[src/rtl/lcd_bias_pwm_pkg.sv]
package lcd_bias_pwm_pkg;

  // Duty update for one sample: raise first, then lower, each clamped.
  function automatic int step_duty(int cur, logic raise, logic lower, int lo, int hi);
    int v;
    v = cur;
    if (raise && v < hi) v = v + 1;
    if (lower && v > lo) v = v - 1;
    return v;
  endfunction

  // Output level for a counter position against the active compare value.
  function automatic logic pwm_level(int pos, int cmp);
    return pos < cmp;
  endfunction

  // Width helper that never returns zero.
  function automatic int width_of(int n);
    return (n < 2) ? 1 : $clog2(n);
  endfunction

endpackage

[src/rtl/lbp_ticks.sv]
module lbp_ticks #(
  parameter int US_DIV    = 8,
  parameter int SAMPLE_US = 100000
) (
  input  logic clk,
  input  logic rst_n,
  output logic us_tick_o,
  output logic smp_tick_o
);
  import lcd_bias_pwm_pkg::*;

  localparam int PW = width_of(US_DIV);
  localparam int SW = width_of(SAMPLE_US);
  localparam logic [PW-1:0] P_LAST = PW'(US_DIV - 1);
  localparam logic [SW-1:0] S_LAST = SW'(SAMPLE_US - 1);

  logic [PW-1:0] pre_q;
  logic [SW-1:0] smp_q;

  assign us_tick_o  = (pre_q == P_LAST);
  assign smp_tick_o = us_tick_o && (smp_q == S_LAST);

  always_ff @(posedge clk or negedge rst_n) begin
    if (!rst_n) begin
      pre_q <= '0;
    end else if (us_tick_o) begin
      pre_q <= '0;
    end else begin
      pre_q <= pre_q + 1'b1;
    end
  end

  always_ff @(posedge clk or negedge rst_n) begin
    if (!rst_n) begin
      smp_q <= '0;
    end else if (us_tick_o) begin
      smp_q <= (smp_q == S_LAST) ? '0 : smp_q + 1'b1;
    end
  end

endmodule

[src/rtl/lbp_sync.sv]
module lbp_sync #(
  parameter int N      = 2,
  parameter int STAGES = 2
) (
  input  logic         clk,
  input  logic         rst_n,
  input  logic [N-1:0] async_i,
  output logic [N-1:0] sync_o
);

  for (genvar b = 0; b < N; b++) begin : g_bit
    logic [STAGES-1:0] chain_q;
    always_ff @(posedge clk or negedge rst_n) begin
      if (!rst_n) begin
        chain_q <= '1;           // released level
      end else begin
        chain_q <= {chain_q[STAGES-2:0], async_i[b]};
      end
    end
    assign sync_o[b] = chain_q[STAGES-1];
  end

endmodule

[src/rtl/lbp_duty.sv]
module lbp_duty #(
  parameter int DUTY_W     = 5,
  parameter int DUTY_RESET = 10,
  parameter int DUTY_MIN   = 3,
  parameter int DUTY_MAX   = 19
) (
  input  logic              clk,
  input  logic              rst_n,
  input  logic              smp_tick_i,
  input  logic              up_n_i,
  input  logic              dn_n_i,
  output logic [DUTY_W-1:0] duty_o
);
  import lcd_bias_pwm_pkg::*;

  logic [DUTY_W-1:0] duty_q;
  logic [DUTY_W-1:0] duty_next;

  always_comb begin
    duty_next = DUTY_W'(step_duty(int'(duty_q), ~up_n_i, ~dn_n_i, DUTY_MIN, DUTY_MAX));
  end

  always_ff @(posedge clk or negedge rst_n) begin
    if (!rst_n) begin
      duty_q <= DUTY_W'(DUTY_RESET);
    end else if (smp_tick_i) begin
      duty_q <= duty_next;
    end
  end

  assign duty_o = duty_q;

endmodule

[src/rtl/lbp_pwm_core.sv]
module lbp_pwm_core #(
  parameter int PERIOD_TICKS = 20,
  parameter int DUTY_W       = 5,
  parameter int DUTY_RESET   = 10,
  parameter int CNT_W        = 5
) (
  input  logic              clk,
  input  logic              rst_n,
  input  logic              us_tick_i,
  input  logic [DUTY_W-1:0] duty_i,
  output logic [CNT_W-1:0]  cnt_o,
  output logic [DUTY_W-1:0] act_o,
  output logic              wrap_o,
  output logic              pwm_o
);
  import lcd_bias_pwm_pkg::*;

  localparam logic [CNT_W-1:0] C_LAST = CNT_W'(PERIOD_TICKS - 1);

  logic [CNT_W-1:0]  cnt_q;
  logic [DUTY_W-1:0] act_q;

  assign wrap_o = us_tick_i && (cnt_q == C_LAST);

  always_ff @(posedge clk or negedge rst_n) begin
    if (!rst_n) begin
      cnt_q <= '0;
      act_q <= DUTY_W'(DUTY_RESET);
    end else if (us_tick_i) begin
      if (wrap_o) begin
        cnt_q <= '0;
        act_q <= duty_i;          // shadow load only at wrap
      end else begin
        cnt_q <= cnt_q + 1'b1;
      end
    end
  end

  assign pwm_o = pwm_level(int'(cnt_q), int'(act_q));
  assign cnt_o = cnt_q;
  assign act_o = act_q;

endmodule

[src/rtl/lcd_bias_pwm.sv]
module lcd_bias_pwm #(
  parameter int CLK_KHZ      = 8000,
  parameter int PERIOD_TICKS = 20,
  parameter int SAMPLE_US    = 100000,
  parameter int DUTY_RESET   = 10,
  parameter int DUTY_MIN     = 3,
  parameter int DUTY_MAX     = 19
) (
  input  logic                              clk,
  input  logic                              rst_n,
  input  logic                              btn_up_n,
  input  logic                              btn_dn_n,
  output logic                              pwm_o,
  output logic [$clog2(PERIOD_TICKS+1)-1:0] duty_o
);
  import lcd_bias_pwm_pkg::*;

  localparam int US_DIV = CLK_KHZ / 1000;
  localparam int DUTY_W = $clog2(PERIOD_TICKS + 1);
  localparam int CNT_W  = width_of(PERIOD_TICKS);

  logic              us_tick;
  logic              smp_tick;
  logic [1:0]        btn_s;
  logic              up_n_s;
  logic              dn_n_s;
  logic [DUTY_W-1:0] duty;
  logic [CNT_W-1:0]  cnt;
  logic [DUTY_W-1:0] act_duty;
  logic              wrap;

  lbp_ticks #(.US_DIV(US_DIV), .SAMPLE_US(SAMPLE_US)) ticks_i (
    .clk(clk), .rst_n(rst_n), .us_tick_o(us_tick), .smp_tick_o(smp_tick)
  );

  lbp_sync #(.N(2), .STAGES(2)) sync_i (
    .clk(clk), .rst_n(rst_n), .async_i({btn_dn_n, btn_up_n}), .sync_o(btn_s)
  );

  assign up_n_s = btn_s[0];
  assign dn_n_s = btn_s[1];

  lbp_duty #(
    .DUTY_W(DUTY_W), .DUTY_RESET(DUTY_RESET), .DUTY_MIN(DUTY_MIN), .DUTY_MAX(DUTY_MAX)
  ) duty_i (
    .clk(clk), .rst_n(rst_n), .smp_tick_i(smp_tick),
    .up_n_i(up_n_s), .dn_n_i(dn_n_s), .duty_o(duty)
  );

  lbp_pwm_core #(
    .PERIOD_TICKS(PERIOD_TICKS), .DUTY_W(DUTY_W), .DUTY_RESET(DUTY_RESET), .CNT_W(CNT_W)
  ) core_i (
    .clk(clk), .rst_n(rst_n), .us_tick_i(us_tick), .duty_i(duty),
    .cnt_o(cnt), .act_o(act_duty), .wrap_o(wrap), .pwm_o(pwm_o)
  );

  assign duty_o = duty;

endmodule

[config.mk]
export PLATFORM = sky130hd
export DESIGN_NAME = lcd_bias_pwm
export DESIGN_NICKNAME = d
export VERILOG_FILES = /design/src/rtl/lcd_bias_pwm_pkg.sv /design/src/rtl/lbp_ticks.sv /design/src/rtl/lbp_sync.sv /design/src/rtl/lbp_duty.sv /design/src/rtl/lbp_pwm_core.sv /design/src/rtl/lcd_bias_pwm.sv
export SDC_FILE = /design/constraint.sdc
export NUM_CORES = 1
export LEC_CHECK = 0
export ABC_AREA = 1
export BUFFER_PORTS_ARGS = -buffer_cell sky130_fd_sc_hd__buf_2
export CORE_MARGIN = 4
export CORE_UTILIZATION = 60
export CTS_BUF_LIST = sky130_fd_sc_hd__clkbuf_4 sky130_fd_sc_hd__clkbuf_8 sky130_fd_sc_hd__clkbuf_16
export CTS_CLUSTER_SIZE = 24
export DETAILED_ROUTE_END_ITERATION = 16
export GPL_ROUTABILITY_DRIVEN = 0
export PLACE_DENSITY = 0.82
export SYNTH_ARGS = -nofsm -noshare
export SYNTH_HDL_FRONTEND = slang
export SYNTH_HIERARCHICAL = 1
export SYNTH_SLANG_ARGS = --single-unit
[constraint.sdc]
create_clock -name clk -period 4.5 [get_ports clk]
set_input_delay 0.675 -clock clk [delete_from_list [all_inputs] [get_ports clk]]
set_output_delay 0.675 -clock clk [all_outputs]
set_load 0.005 [all_outputs]
== Word-level counts from Yosys, hierarchy flattened ==
Index checks and enable logic that the tools add are counted.

* Add/subtract/negate cells: 5
* Magnitude comparators: 3
* Equal/unequal tests: 3
* Multiplexer cells: 5
* Bitwise logic cells: 2
* Reductions and logical operators: 5

{| class="wikitable"
|+ Operators by type and width
! kind !! count
|-
| adder 17 x 1 -> 17 bit (second input constant) || 1
|-
| equality test 17 bit (second input constant) || 1
|-
| two-way mux 17 bit || 1
|-
| two-way mux 5 bit || 2
|-
| adder 5 x 1 -> 6 bit (second input constant) || 1
|-
| greater-than comparator 6 x 2 -> 1 bit (second input constant) || 1
|-
| two-way mux 6 bit || 1
|-
| adder 5 x 1 -> 5 bit (second input constant) || 1
|-
| equality test 5 bit (second input constant) || 1
|-
| less-than comparator 5 bit || 1
|-
| less-than comparator 5 bit (second input constant) || 1
|-
| subtractor 5 x 2 -> 5 bit (second input constant) || 1
|-
| logical AND 1 bit || 4
|-
| adder 3 x 1 -> 3 bit (second input constant) || 1
|-
| equality test 3 bit (second input constant) || 1
|-
| two-way mux 3 bit || 1
|-
| NOT 1 bit || 2
|-
| AND reduction 2 bit || 1
|}

* Register bits: 39
* Input port bits: 4
* Output and inout bits: 6
* Logic and storage cells: 30

== Longest topological paths before layout ==
* Word-level depth: 6
* Mapped depth: 13
* Depth with buffers taken out: 13

== Hierarchy ==
Netlist, hierarchy kept.

{| class="wikitable"
|+ Modules (own cells, without submodules)
! module !! instances !! cells each !! area an instance (sq um) !! seq. area each (sq um)
|-
| lbp_ticks || 1 || 151 || 1158.6 || 500.5
|-
| lbp_pwm_core || 1 || 74 || 571.8 || 252.7
|-
| lbp_duty || 1 || 84 || 519.2 || 127.6
|-
| lbp_sync || 1 || 6 || 120.1 || 105.1
|}

== Worst setup path after synthesis ==
OpenSTA, ideal clock, no wires.

* Path type: register to output
* Start point: reg core_i.act_q[3], in the netlist core_i/act_o[3]
* End point: out pwm_o
* Arrival time: 1.098 ns
* Data required time: 3.825 ns
* Setup slack: 2.727 ns
* Cell stages (with the launch flop): 8
* Buffers on the path: 0
* Cells stage by stage: dfstp_2 -> inv_1 -> ha_1 -> nand2_1 -> inv_1 -> nand2_1 -> nand2_1 -> nor2_1

* Word-level cells in the longest chain between the ends: 1

{| class="wikitable"
|+ RTL lines
! item !! line !! RTL
|-
| from (decl) || lbp_pwm_core.sv:21 || <nowiki>logic [DUTY_W-1:0] act_q;</nowiki>
|-
| from (signal assigned) || lbp_pwm_core.sv:28 || <nowiki>act_q <= DUTY_W'(DUTY_RESET);</nowiki>
|-
| from (signal assigned) || lbp_pwm_core.sv:32 || <nowiki>act_q <= duty_i;</nowiki>
|-
| less-than comparator 5 bit || lcd_bias_pwm_pkg.sv:14 || <nowiki>return pos < cmp;</nowiki>
|-
| to (decl) || lcd_bias_pwm.sv:13 || <nowiki>output logic pwm_o,</nowiki>
|}

Every way passes these cells.

== Worst setup path in the final report ==
Same ends and word-level chain as after synthesis.

==> results.cfg <==
[die]
row_count = 22
initial_core_util = 0.632
die-area_um2 = 5010
die_h_um = 70.8
die_w_um = 70.8
core_um2 = 3740
io_pins = 10

[clock_network]
cts_tree = built
clk_pin_slew_ns = 0.08
cts_setup_buffers = 0
holdBufCountCts = 0
cts_buffer_depth = 2
h-tree-depth = 2
root_buffer = clkbuf_8
cts_buffers = 5
cts.sinks = 39
cts_resized = 0
clock_latency_ns = 0.29

[logic_synthesis]
syn_inst = 314
synth_area_um2 = 2370
ys.warnings.count = 6
synth_fp_nets = 329
synth.avg_cell_area_um2 = 7.54

[placed_design]
pre_cts_ws_ns = 2.61
io_buffers = 9
post-dp-hpwl_um = 3170

[global_routing]
grt_pass1_wl_um = 7960
grt_overflow = 0
grt_antenna_before_repair = 0
grt_max_degree = 40
grt_pass1_vias = 1879
grt_usage = 0.196

[final_layout]
layout-drive-gt1-share = 0.152
syn2layout_area_growth_pct = 8.25
nets = 342
antenna-diode-count = 0
final_util = 0.684

[critical_path]
required_ns = 3.83
worstSetupStartpointType = flop
reg2reg_slack_ns = 2.60
critical_path.max_fanout = 2
cp.arrival_ns = 1.52
crit_path_end_kind = output port
crit_type = reg -> out

[power_and_ir_drop]
p_per_area_nw_per_um2 = 257
power_mw = 0.658
ir_drop_uv = 228
power_leakage_nw = 1.36

[route]
routedWlPerCell_um = 11.6
drtIter0Drc = 97
via_per_inst = 5.16
drc = 0
drt_wl_total_um = 4360
wl_met3_um = 203
wl_met2_um = 2140
highest_layer = met4
wl_met1_um = 1990
firstDrtPassIters = 4
ant_nets = 0
vias = 1942

[sta]
final-setup-viol-count = 0
final_max_slew_viol_count = 0
worst_pin_slew_ns = 0.819
worst_slack_ns = 2.30
max_freq_mhz = 455
finalCriticalPeriod_ns = 2.20
tns_ns = 0
fin_skew_ns = 0.00453
rsz0062_at_grt = false
maxSlewHeadroom = 0.454
period_share = 0.488
hold_viol = 0

[job]
maxCapViolations = 0

[hold_path]
min_path_type = reg -> reg

[outcome]
status = complete, no violations
[area by class of cell]
| type | instances | area [um2] |
|---|---|---|
| inverter | 48 | 183 |
| tap | 48 | 60.1 |
| clock inverter | 3 | 43.8 |
| multi-input combinational | 224 | 1170 |
| fill | 340 | 1180 |
| sequential | 39 | 986 |
| timing repair buffer | 9 | 45.0 |
| clock buffer | 5 | 68.8 |
[critical path, cell delays in order (launching register included)]
cell and delay (ns):
dfstp_2 0.53, inv_1 0.04, ha_1 0.26, nand2_1 0.06, inv_1 0.04, nand2_1 0.06, nand2_1 0.05, nor2_1 0.09
buf_2 0.11
[per-stage QoR]
step	hold WS, ns	instances	instance area (um2)
after CTS	0.360	376	2560
after floorplan	0.345	314	2370
after detailed placement	0.349	368	2450
final	0.359	376	2560
after global placement	0.347	368	2450
after global routing	0.361	376	2560
[worst paths after layout]
| kind | startpoint | endpoint | depth (start not counted) |
|---|---|---|---|
| worst max-delay path | core_i/act_o[3]$_DFFE_PN1P_ | pwm_o | 8 |
| worst min-delay path | sync_i/g_bit[1].chain_q[0]$_DFF_PN1_ | sync_i/g_bit[1].chain_q[1]$_DFF_PN1_ | 0 |
| worst max register to register | ticks_i/pre_q[0]$_DFF_PN0_ | ticks_i/smp_q[9]$_DFFE_PN0P_ | 9 |
| worst min register to register | sync_i/g_bit[1].chain_q[0]$_DFF_PN1_ | sync_i/g_bit[1].chain_q[1]$_DFF_PN1_ | 0 |
| min in group asynchronous | rst_n | ticks_i/smp_q[0]$_DFFE_PN0P_ | 1 |
| max in group asynchronous | rst_n | ticks_i/smp_q[7]$_DFFE_PN0P_ | 1 |
[where the power goes]
group	leakage, nW	total (mW)	switching [mW]	internal [mW]
Sequential	0.492	0.354	0.000612	0.354
Combinational	0.809	0.0152	0.0118	0.00344
Clock	0.0581	0.288	0.123	0.165
Total	1.36	0.658	0.135	0.522
[placed cells by master, fill, tap and decap left out]
master and instances:
xnor2_1 1, o21bai_2 1, nor2_2 3, buf_2 9, clkinv_1 1, dfrtp_1 31
nand3_4 1, nand3_1 24, nor3b_1 1, nor2_4 5, clkbuf_8 5, inv_4 1
ha_1 11, nand2_2 8, xor2_1 10, nand2_1 99, clkinv_4 1, nand4_1 8
clkinv_2 1, o21ai_0 2, nand2_4 3, nor2_1 41, nand3_2 2, bufinv_16 1
a21oi_1 1, inv_1 45, nor3_1 3, dfstp_2 8, inv_2 1
[state kept, by name, summed over array words and instances (netlist names)]
| name | cells |
|---|---|
| ticks_i/smp_q | 17 |
| core_i/act_o | 5 |
| core_i/cnt_o | 5 |
| duty_i/duty_o | 5 |
| sync_i/g_bit.chain_q | 4 |
| ticks_i/pre_q | 3 |
[layer usage]
layer / vias to the layer above / global-route usage
met3: 4 / 0.0582
met1: 905 / 0.251
met5: - / 0
met4: 0 / 0.0564
li1: 986 / -
met2: 47 / 0.321
No activity file was read; power rests on OpenSTA's default activity.
